===== src/rtl/trunk_switch.sv =====
module trunk_switch #(
  parameter int N_SRC = 4,
  parameter int N_DST = 8,
  parameter int WIDTH = 1,
  parameter int DEPTH = 8
) (
  input  logic                       clk,
  input  logic                       rst,
  input  logic                       en,
  input  logic [N_SRC*WIDTH-1:0]     src_data,
  input  logic                       slot_tick,
  input  logic [$clog2(DEPTH)-1:0]   last_idx,
  input  logic                       wr_en,
  input  logic [$clog2(DEPTH)-1:0]   wr_idx,
  input  logic [$clog2(N_SRC)-1:0]   wr_src,
  input  logic [$clog2(N_DST)-1:0]   wr_dst,
  output logic [N_DST*WIDTH-1:0]     dst_data
);
  localparam int SW = $clog2(N_SRC);
  localparam int DW = $clog2(N_DST);
  localparam int IW = $clog2(DEPTH);

  logic [SW-1:0]    tbl_src [DEPTH];
  logic [DW-1:0]    tbl_dst [DEPTH];
  logic [IW-1:0]    ptr;
  logic [SW-1:0]    cur_src;
  logic [DW-1:0]    cur_dst;
  logic             live;
  logic [WIDTH-1:0] src_w [N_SRC];
  logic [WIDTH-1:0] trunk;
  logic [N_DST-1:0] dec_en;

  always_ff @(posedge clk) begin
    if (rst) begin
      for (int i = 0; i < DEPTH; i++) begin
        tbl_src[i] <= '0;
        tbl_dst[i] <= '0;
      end
    end else if (wr_en) begin
      tbl_src[wr_idx] <= wr_src;
      tbl_dst[wr_idx] <= wr_dst;
    end
  end

  always_ff @(posedge clk) begin
    if (rst) begin
      ptr     <= '0;
      cur_src <= '0;
      cur_dst <= '0;
      live    <= 1'b0;
    end else if (slot_tick) begin
      cur_src <= tbl_src[ptr];
      cur_dst <= tbl_dst[ptr];
      live    <= 1'b1;
      ptr     <= (ptr == last_idx) ? '0 : ptr + 1'b1;
    end
  end

  for (genvar s = 0; s < N_SRC; s++) begin : g_src
    assign src_w[s] = src_data[s*WIDTH +: WIDTH];
  end

  assign trunk = src_w[cur_src];

  for (genvar d = 0; d < N_DST; d++) begin : g_dst
    assign dec_en[d] = live && en && (cur_dst == DW'(d));
    assign dst_data[d*WIDTH +: WIDTH] = dec_en[d] ? trunk : '0;
  end
endmodule


===== config.mk =====
export PLATFORM = sky130hd
export DESIGN_NAME = trunk_switch
export DESIGN_NICKNAME = d
export VERILOG_FILES = /design/src/rtl/trunk_switch.sv
export SDC_FILE = /design/constraint.sdc
export NUM_CORES = 1
export LEC_CHECK = 0
export ABC_AREA = 1
export CAP_MARGIN = 30
export CORE_AREA = 10 10 76 78
export CTS_CLUSTER_DIAMETER = 60
export DETAILED_ROUTE_END_ITERATION = 12
export DIE_AREA = 0 0 86 88
export PLACE_DENSITY = 0.82
export SETUP_SLACK_MARGIN = 0.15
export SLEW_MARGIN = 20
export SYNTH_ARGS = -nofsm -noshare
export SYNTH_HDL_FRONTEND = slang
export SYNTH_SLANG_ARGS = --single-unit

===== constraint.sdc =====
create_clock -name clk -period 3.01 [get_ports clk]
set_input_delay 0.4515 -clock clk [delete_from_list [all_inputs] [get_ports clk]]
set_output_delay 0.4515 -clock clk [all_outputs]
set_load 0.02 [all_outputs]

# Word-level counts from Yosys, hierarchy flattened
# Memory sizes are Yosys's and may differ from the RTL's. A register that Yosys moved wholly into a read port is not among the register bits.
# Index checks and enable logic that the tools add are counted.
# op_classes
addsub	1
n_mul	0
div_mod_pow	0
magnitude_cmp	1
eq_ne	8
shifts	0
mux	23
bitwise	1
reduce_logical	12
# op_table
operator	count
2-to-1 mux 1 bit	17
== test 3 bit (second input constant)	4
2-to-1 mux 3 bit	4
logical AND 1 bit	9
== test 3 x 2 -> 1 bit (second input constant)	2
adder 3 x 1 -> 3 bit (second input constant)	1
== test 3 x 1 -> 1 bit (second input constant)	1
== test 3 bit	1
greater-or-equal comparator 3 bit (second input constant)	1
logical NOT 3 bit	1
NOT 2 -> 3 bit	1
OR reduction 3 bit	1
binary-select mux 1 bit (select 2 bit)	1
2-to-1 mux 2 bit	1
OR reduction 2 bit	1
# word_totals
regBits	4
latch_bits	0
ram_bits	40
rom_bits	0
input_bits	20
output_inout_bits	8
word_cells	50
n_memories	2
# memory_table
memory	depth	width	rd	rd_ports_with_merged_regs	wr	line_no	source
tbl_dst	8	3	1	1	8	24	logic [DW-1:0] tbl_dst [DEPTH];
tbl_src	8	2	1	1	8	23	logic [SW-1:0] tbl_src [DEPTH];

# Depth between registers and ports, before layout
# Gate-level depths: netlist of run 1.
# logic_depth
word_depth	5
ltp_mapped	7
mapped_depth_nobuf	6

# Worst setup path after synthesis of run 1
# No wires, ideal clock.
# synth_timing
path_kind	input to output
from	input src_data[2]
to	output dst_data[0]
t_arrival_ns	1.082
required_ns	2.558
setup_slack_ns	1.476
path_stages	4
n_path_buf	0
cell_sequence	inv_1 o211ai_1 nand2_1 nor2_1
# synth_between
elab_chain_len	4
# synth_rtl
element	line_no	source
from (decl)	10	input logic [N_SRC*WIDTH-1:0] src_data,
binary-select mux 1 bit (select 2 bit)	63	assign trunk = src_w[cur_src];
2-to-1 mux 1 bit (implied by the code) (2 in series)	63	
2-to-1 mux 1 bit	67	assign dst_data[d*WIDTH +: WIDTH] = dec_en[d] ? trunk : '0;
to (decl)	17	output logic [N_DST*WIDTH-1:0] dst_data
# Every way passes these cells. The select of a mux whose other input is x is not followed.

# Final worst setup path of run 1
# layout_timing
from	input src_data[2]
to	output dst_data[4]
# Same word-level chain as after synthesis.

==> summary.txt, run 1 <==
Yosys
  – #FFs+latches synth: 49
  – Main combinational cell family by area after synthesis: simple AND/OR/NAND/NOR gates
  – Synth Area in XOR/XNOR: ~1.8%
  – Net Count, Synth: 330
  – Compound-Gate Fraction of Synth Area: under 10%
  – Count of different cell masters after synthesis: 16
  – Post-synthesis sequential area ratio: approximately 56%
  – Synthesis Warnings: 0
  – Average size of a mapped cell: approximately 8.0 um^2
  – Mapped cell area: ~2500 um^2
  – Largest area contributor in the netlist: edfxtp_1
  – Post-Synth Adder-Cell Area: less than 1%
  – Simple-Gate Fraction of Synth Area: roughly 28%
  – Top cell type's share of synthesized area: 48.51%
  – Multiplexer area fraction after synthesis: 0%
  – Cells after synthesis: about 300
  – Largest cells by area after synthesis: edfxtp_1 (49%), nand2_1 (10%), nor2_1 (9.2%), inv_1 (9.1%), nand3_1 (7.9%)

Floorplan
  – Die H: a little under 90 um
  – Initial Utilization: around 58%
  – Die area: approximately 7600 um^2
  – Core Footprint: roughly 4300 um^2
  – # rows: 24
  – Die width: 86 um
  – Top Ports: 28

Route
  – WL/cell: 13.48 um
  – Vias/cell: ~5.1
  – Initial DRT Pass Iterations: 5
  – Vias: between 1500 and 2000
  – Antenna-violating nets left: 0
  – Initial drt markers: between 200 and 250
  – Drc violations: 0
  – WL final: between 5 and 6 mm

Global route
  – Largest net degree at the start of global routing: 24
  – Number of global-route vias before repair: between 1500 and 2000
  – GRT overflow: 0
  – Total GRT Usage: between 10 and 15%
  – First-pass GRT wire length: between 8 and 9 mm
  – Initial antenna violation count: 0

Timing
  – Slew Viols, Final: 0
  – Max-Slew Margin vs Limit: around two thirds
  – Final Hold Violating Endpoints: 0
  – RSZ-0062 raised after global routing: no
  – Worst Tran Pin Value: roughly 0.48 ns
  – Total negative slack: 0 ns
  – Setup Skew: 0.003619 ns
  – Final period util: between 80 and 90%
  – Fin crit period: about 2.5 ns
  – Fin Hold WS: around 0.48 ns
  – Peak Freq: 400.3 MHz
  – Count of final setup violators: 0

Finish
  – Most frequent cells in the layout: nand2_1 (69), nor2_1 (61), inv_1 (60), edfxtp_1 (40), nand3_1 (39)
  – FF/Latch Area: ~1400 um^2
  – Area grow syn2layout: 16.68%
  – N_diodes: 0
  – Commonest non-fill, non-tap cell in the layout: nand2_1
  – Fin nets: 357
  – Fillcell total: 369
  – Fraction of layout cells with a size suffix above 1: between 2 and 3%
  – Multi-input logic area: around 820 um^2

Critical path
  – RR Endpoint: cur_src[1]
  – CP startpoint kind: primary input
  – CP Data Required Time: 2.56 ns
  – Critical Path AT: roughly 2.1 ns
  – Slowest library cell on the worst path: clkdlybuf4s50_1
  – Cells along the critical path: clkdlybuf4s50_1, inv_1, o211ai_1, nand2_1, nor2_1, clkdlybuf4s50_1
  – WS Path Type: primary input to output pin
  – CP endpoint kind: output pin
  – Worst R2R Start: ptr[1]
  – Worst Reg-to-Reg Cells: 5
  – Worst-path fanout max: 8
  – Worst path max stage delay: between 0.6 and 0.7 ns
  – CP most frequent cell: clkdlybuf4s50_1
  – Worst reg2reg setup slack: roughly 1.5 ns

Power and ir drop
  – Reg power frac: a little over half
  – Sw Pwr: ~0.38 mW
  – Static leakage: between 1 and 1.5 nW
  – Worst VDD drop: 0.2835 mV
  – Clk pwr share: between 30% and 40%
  – Total power: 1.482 mW
  – Internal power: 1.105 mW
  – PwrDens: around 510 nW/um^2
  – Sw frac: around a quarter
  – Combinational power share: 14.0%

Min path
  – Worst hold path startpoint: live
  – Worst Hold Endpoint: live
  – Hold Crit Depth: 2
  – Path category of the worst min-delay check: flop to flop

Run
  – Max_cap viols: 0

Clock tree
  – Root buf cell: clkbuf_8
  – Worst skew pair latency: 0.30 ns
  – Post_cts resized: 0
  – Post-CTS Setup Bufs: 0
  – CTS tree: built
  – Clk sinks: 49
  – Hold-fix buffers, CTS: 0
  – Cts bufs inserted: 5
  – Clock Tree Buf Depth: 2
  – # H-tree levels: 2
  – CTS clk-pin slew, worst paths: ~0.09 ns

Run status
  – Status: finished clean

Placement
  – Hpwl dp: 3.755 mm
  – GP Congestion: about 0.80
  – I/O Buffers: 27
power by group through the flow:
stage                     logic [mW]  clock network, mW  registers, mW
after floorplan                0.147                  0          0.807
after global placement         0.201                  0          0.814
after detailed placement       0.206                  0          0.816
after CTS                      0.208              0.477          0.800
after global routing           0.236              0.504          0.807
final                          0.208              0.473          0.801
per-layer routing:
layer	vias to the layer above	wire (um)	track usage, %
met4	0	118	7.036
met1	868	2263	16.90
li1	1009	-	-
met5	-	0	0
met3	10	472	3.900
met2	91	2390	22.92
cell usage after synthesis:
master / n
a21oi_1: 6
o21ai_0: 8
o211ai_1: 1
inv_2: 1
xnor2_1: 4
nand2_1: 69
dfxtp_1: 9
nor2_1: 61
buf_2: 6
nand3_1: 39
inv_1: 60
xor2_1: 1
buf_6: 1
edfxtp_1: 40
ha_1: 1
clkbuf_1: 2
layout make-up:
class                      count  share of cell area [%]
clock buffer                   6                   2.512
clock inverter                 2                   1.343
inverter                      61                   7.926
multi-input combinational    190                   28.28
sequential                    49                   47.81
tap                           52                   2.252
timing repair buffer          29                   9.874
flip-flops by register name, indices dropped and copies added (netlist names):
| signal | cells |
|---|---|
| tbl_dst | 24 |
| tbl_src | 16 |
| cur_dst | 3 |
| ptr | 3 |
| cur_src | 2 |
| live | 1 |
through the flow:
stage	utilization (%)	instances	setup slack [ns]	area, um^2
after global routing	67.28	389	0.3197	2889
after global placement	64.69	381	0.5739	2778
final	67.28	389	0.5120	2889
after CTS	67.28	389	0.4893	2889
after floorplan	-	309	1.476	2476
after detailed placement	64.69	381	0.4987	2778
worst max-delay path by stage:
| stage | to | depth (start not counted) | slack (ns) | from |
|---|---|---|---|---|
| 2_1_floorplan | dst_data[0] | 4 | 1.48 | src_data[2] |
| 3_3_place_gp | dst_data[0] | 6 | 0.57 | src_data[2] |
| 3_5_place_dp | dst_data[4] | 6 | 0.50 | src_data[2] |
| 4_1_cts | dst_data[4] | 6 | 0.49 | src_data[2] |
| 5_1_grt | dst_data[1] | 6 | 0.32 | src_data[2] |
| 6_report | dst_data[4] | 6 | 0.51 | src_data[2] |
worst max-delay path: cells and delay by family:
family | cells | cell delay (ns)
AOI/OAI and AO/OA | 1 | 0.15
buffers and inverters | 3 | 1.12
and+or+nand+nor | 2 | 0.32
logic make-up after synthesis:
| logic type | Yosys count |
|---|---|
| xor+xnor | 5 |
| flops | 49 |
| fa+ha+maj | 1 |
| simple gates | 169 |
| buf+inv | 70 |
| compound gates | 15 |
No activity file was read; power rests on OpenSTA's default activity.
==> run 2: changes to the inputs <==
- CORE_AREA: 10 10 76 78 -> 10 10 78 80
- DIE_AREA: 0 0 86 88 -> 0 0 88 90
- PLACE_DENSITY: 0.82 -> 0.78
- clock period: 3.01 -> 2.3 ns (I/O delays scaled with it)
==> summary.txt, run 2 (synthesized netlist as in run 1, its figures left out) <==
Timing
  – Fin crit period: around 2.0 ns
  – RSZ-0062 raised after global routing: no (unchanged)
  – Slew Viols, Final: 0 (unchanged)
  – Count of final setup violators: 0 (unchanged)
  – Final Hold Violating Endpoints: 0 (unchanged)
  – Setup Skew: 0.009009 ns (was 0.003619 ns)
  – Max-Slew Margin vs Limit: 69.52% (was 67.84%)
  – Final period util: approximately 87%
  – Total negative slack: 0 ns (unchanged)
  – Worst Tran Pin Value: 0.4565 ns (was 0.4818 ns)
  – Peak Freq: roughly 500 MHz

Power and ir drop
  – Reg power frac: 57.4% (was 54.0%)
  – Internal power: 1.363 mW (was 1.105 mW)
  – Sw frac: 25.54% (was 25.44%)
  – Worst VDD drop: 0.3087 mV (was 0.2835 mV)
  – Static leakage: 1.351 nW (was 1.324 nW)
  – PwrDens: 638.9 nW/um^2 (was 513.0 nW/um^2)
  – Combinational power share: 14.4% (was 14.0%)
  – Sw Pwr: 0.4673 mW (was 0.3771 mW)
  – Clk pwr share: 28.2% (was 31.9%)

Clock tree
  – CTS clk-pin slew, worst paths: 0.08 ns (was 0.09 ns)
  – Hold-fix buffers, CTS: 0 (unchanged)
  – Worst skew pair latency: 0.30 ns (about the same)
  – CTS tree: built (unchanged)
  – Post_cts resized: 8 (was 0)
  – Clock Tree Buf Depth: 2 (unchanged)
  – Post-CTS Setup Bufs: 0 (unchanged)
  – Root buf cell: clkbuf_8 (unchanged)
  – # H-tree levels: 2 (unchanged)
  – Cts bufs inserted: 5 (unchanged)
  – Clk sinks: 49 (unchanged)

Finish
  – Fin nets: 357 (unchanged)
  – Largest registers: tbl_dst (24), tbl_src (16) (unchanged)
  – Largest Register: tbl_dst (unchanged)
  – Most frequent cells in the layout: nand2_1 (69), nor2_1 (61), inv_1 (60), edfxtp_1 (40), nand3_1 (39) (unchanged)
  – Final design utilization: 62.29% (was 67.28%)
  – Fraction of layout cells with a size suffix above 1: 2.967% (unchanged)
  – Commonest non-fill, non-tap cell in the layout: nand2_1 (unchanged)
  – Area grow syn2layout: 15.66% (was 16.68%)
  – N_diodes: 0 (unchanged)
  – Max FFs per register: 24 (unchanged)

Critical path
  – CP endpoint kind: output pin (unchanged)
  – Critical Path AT: 1.65 ns (was 2.05 ns)
  – CP startpoint kind: primary input (unchanged)
  – CP Data Required Time: 1.96 ns (was 2.56 ns)
  – WS Path Type: primary input to output pin (unchanged)
  – Worst-path fanout max: 8 (unchanged)

Min path
  – Path category of the worst min-delay check: flop to flop (unchanged)

Route
  – Initial DRT Pass Iterations: 4 (was 5)
  – WL/cell: 12.40 um (was 13.48 um)
  – Antenna-violating nets left: 0 (unchanged)
  – Initial drt markers: 76 (was 214)
  – WL final: 4.848 mm (was 5.245 mm)
  – Vias: 1927 (was 1978)
  – Vias/cell: 4.928 (was 5.085)
  – Drc violations: 0 (unchanged)

Floorplan
  – Core Footprint: 4598 um^2 (was 4294 um^2)
  – Die area: 7920 um^2 (was 7568 um^2)
  – Die width: 88 um (was 86 um)
  – # rows: 25 (was 24)
  – Initial Utilization: 53.85% (was 57.66%)
  – Die H: 90 um (was 88 um)
  – Top Ports: 28 (unchanged)

Global route
  – Largest net degree at the start of global routing: 21 (was 24)
  – First-pass GRT wire length: 8.321 mm (was 8.556 mm)
  – GRT overflow: 0 (unchanged)
  – Initial antenna violation count: 0 (unchanged)
  – Total GRT Usage: 13.09% (was 14.13%)
  – Number of global-route vias before repair: 1936 (was 1897)

Run
  – Max_cap viols: 0 (unchanged)

Placement
  – GP Congestion: 0.8142 (was 0.7950)
  – I/O Buffers: 27 (unchanged)
  – Hpwl dp: 3.642 mm (was 3.755 mm)

Run status
  – Status: finished clean (unchanged)
run 2: cell type report:
class                      instances  area [um^2]
clock buffer                       7        86.33
clock inverter                     1        7.507
fill                             394         1734
inverter                          61        229.0
multi-input combinational        190        817.0
sequential                        49         1381
tap                               54        67.56
timing repair buffer              29        275.3
run 2: per-stage QoR:
step | instances | worst slack (ns) | hold WS (ns) | total power [mW] | cell area [um^2]
final | 391 | 0.3097 | 0.4941 | 1.830 | 2864
after global routing | 391 | 0.2048 | 0.5179 | 1.917 | 2864
after CTS | 391 | 0.2845 | 0.4939 | 1.832 | 2864
after global placement | 383 | 0.07483 | 0.4457 | 1.328 | 2780
after detailed placement | 383 | 0.006784 | 0.4794 | 1.335 | 2780
after floorplan | 309 | 0.9790 | 0.4174 | 1.249 | 2476
run 2: worst max-delay path, cell delays in order:
cell             delay (ns)
clkdlybuf4s50_1        0.45
inv_1                  0.04
o211ai_1               0.15
nand2_1                0.18
nor2_1                 0.13
dlygate4sd2_1          0.35
run 2: routing by layer:
| layer | GRT usage [%] | wire, um | share of wire (%) | vias up |
|---|---|---|---|---|
| li1 | - | - | - | 1010 |
| met1 | 14.80 | 2119 | 44 | 849 |
| met2 | 21.78 | 2285 | 47 | 64 |
| met3 | 3.520 | 367 | 7.6 | 4 |
| met4 | 6.516 | 75 | 1.5 | 0 |
| met5 | 0 | 0 | 0 | - |
run 2: worst paths after layout:
check / slack (ns) / cells after the start / end / startpoint
max reg2reg: 0.80 / 5 / cur_dst[1] / ptr[1]
min reg2reg: 0.49 / 2 / live / live
max: 0.31 / 6 / dst_data[2] / src_data[2]
min: 0.49 / 2 / live / live
run 2: power by group through the flow:
stage	Clock, mW	Combinational [mW]	Sequential, mW
final	0.515	0.264	1.05
after global routing	0.556	0.301	1.06
after CTS	0.517	0.263	1.05
after detailed placement	0	0.263	1.07
after global placement	0	0.259	1.07
after floorplan	0	0.193	1.06
==> run 3: changes to the inputs <==
- SLEW_MARGIN: 20 -> default
==> results of run 3 <==
No change in the layout: final DEF, timing and power equal those of run 2.
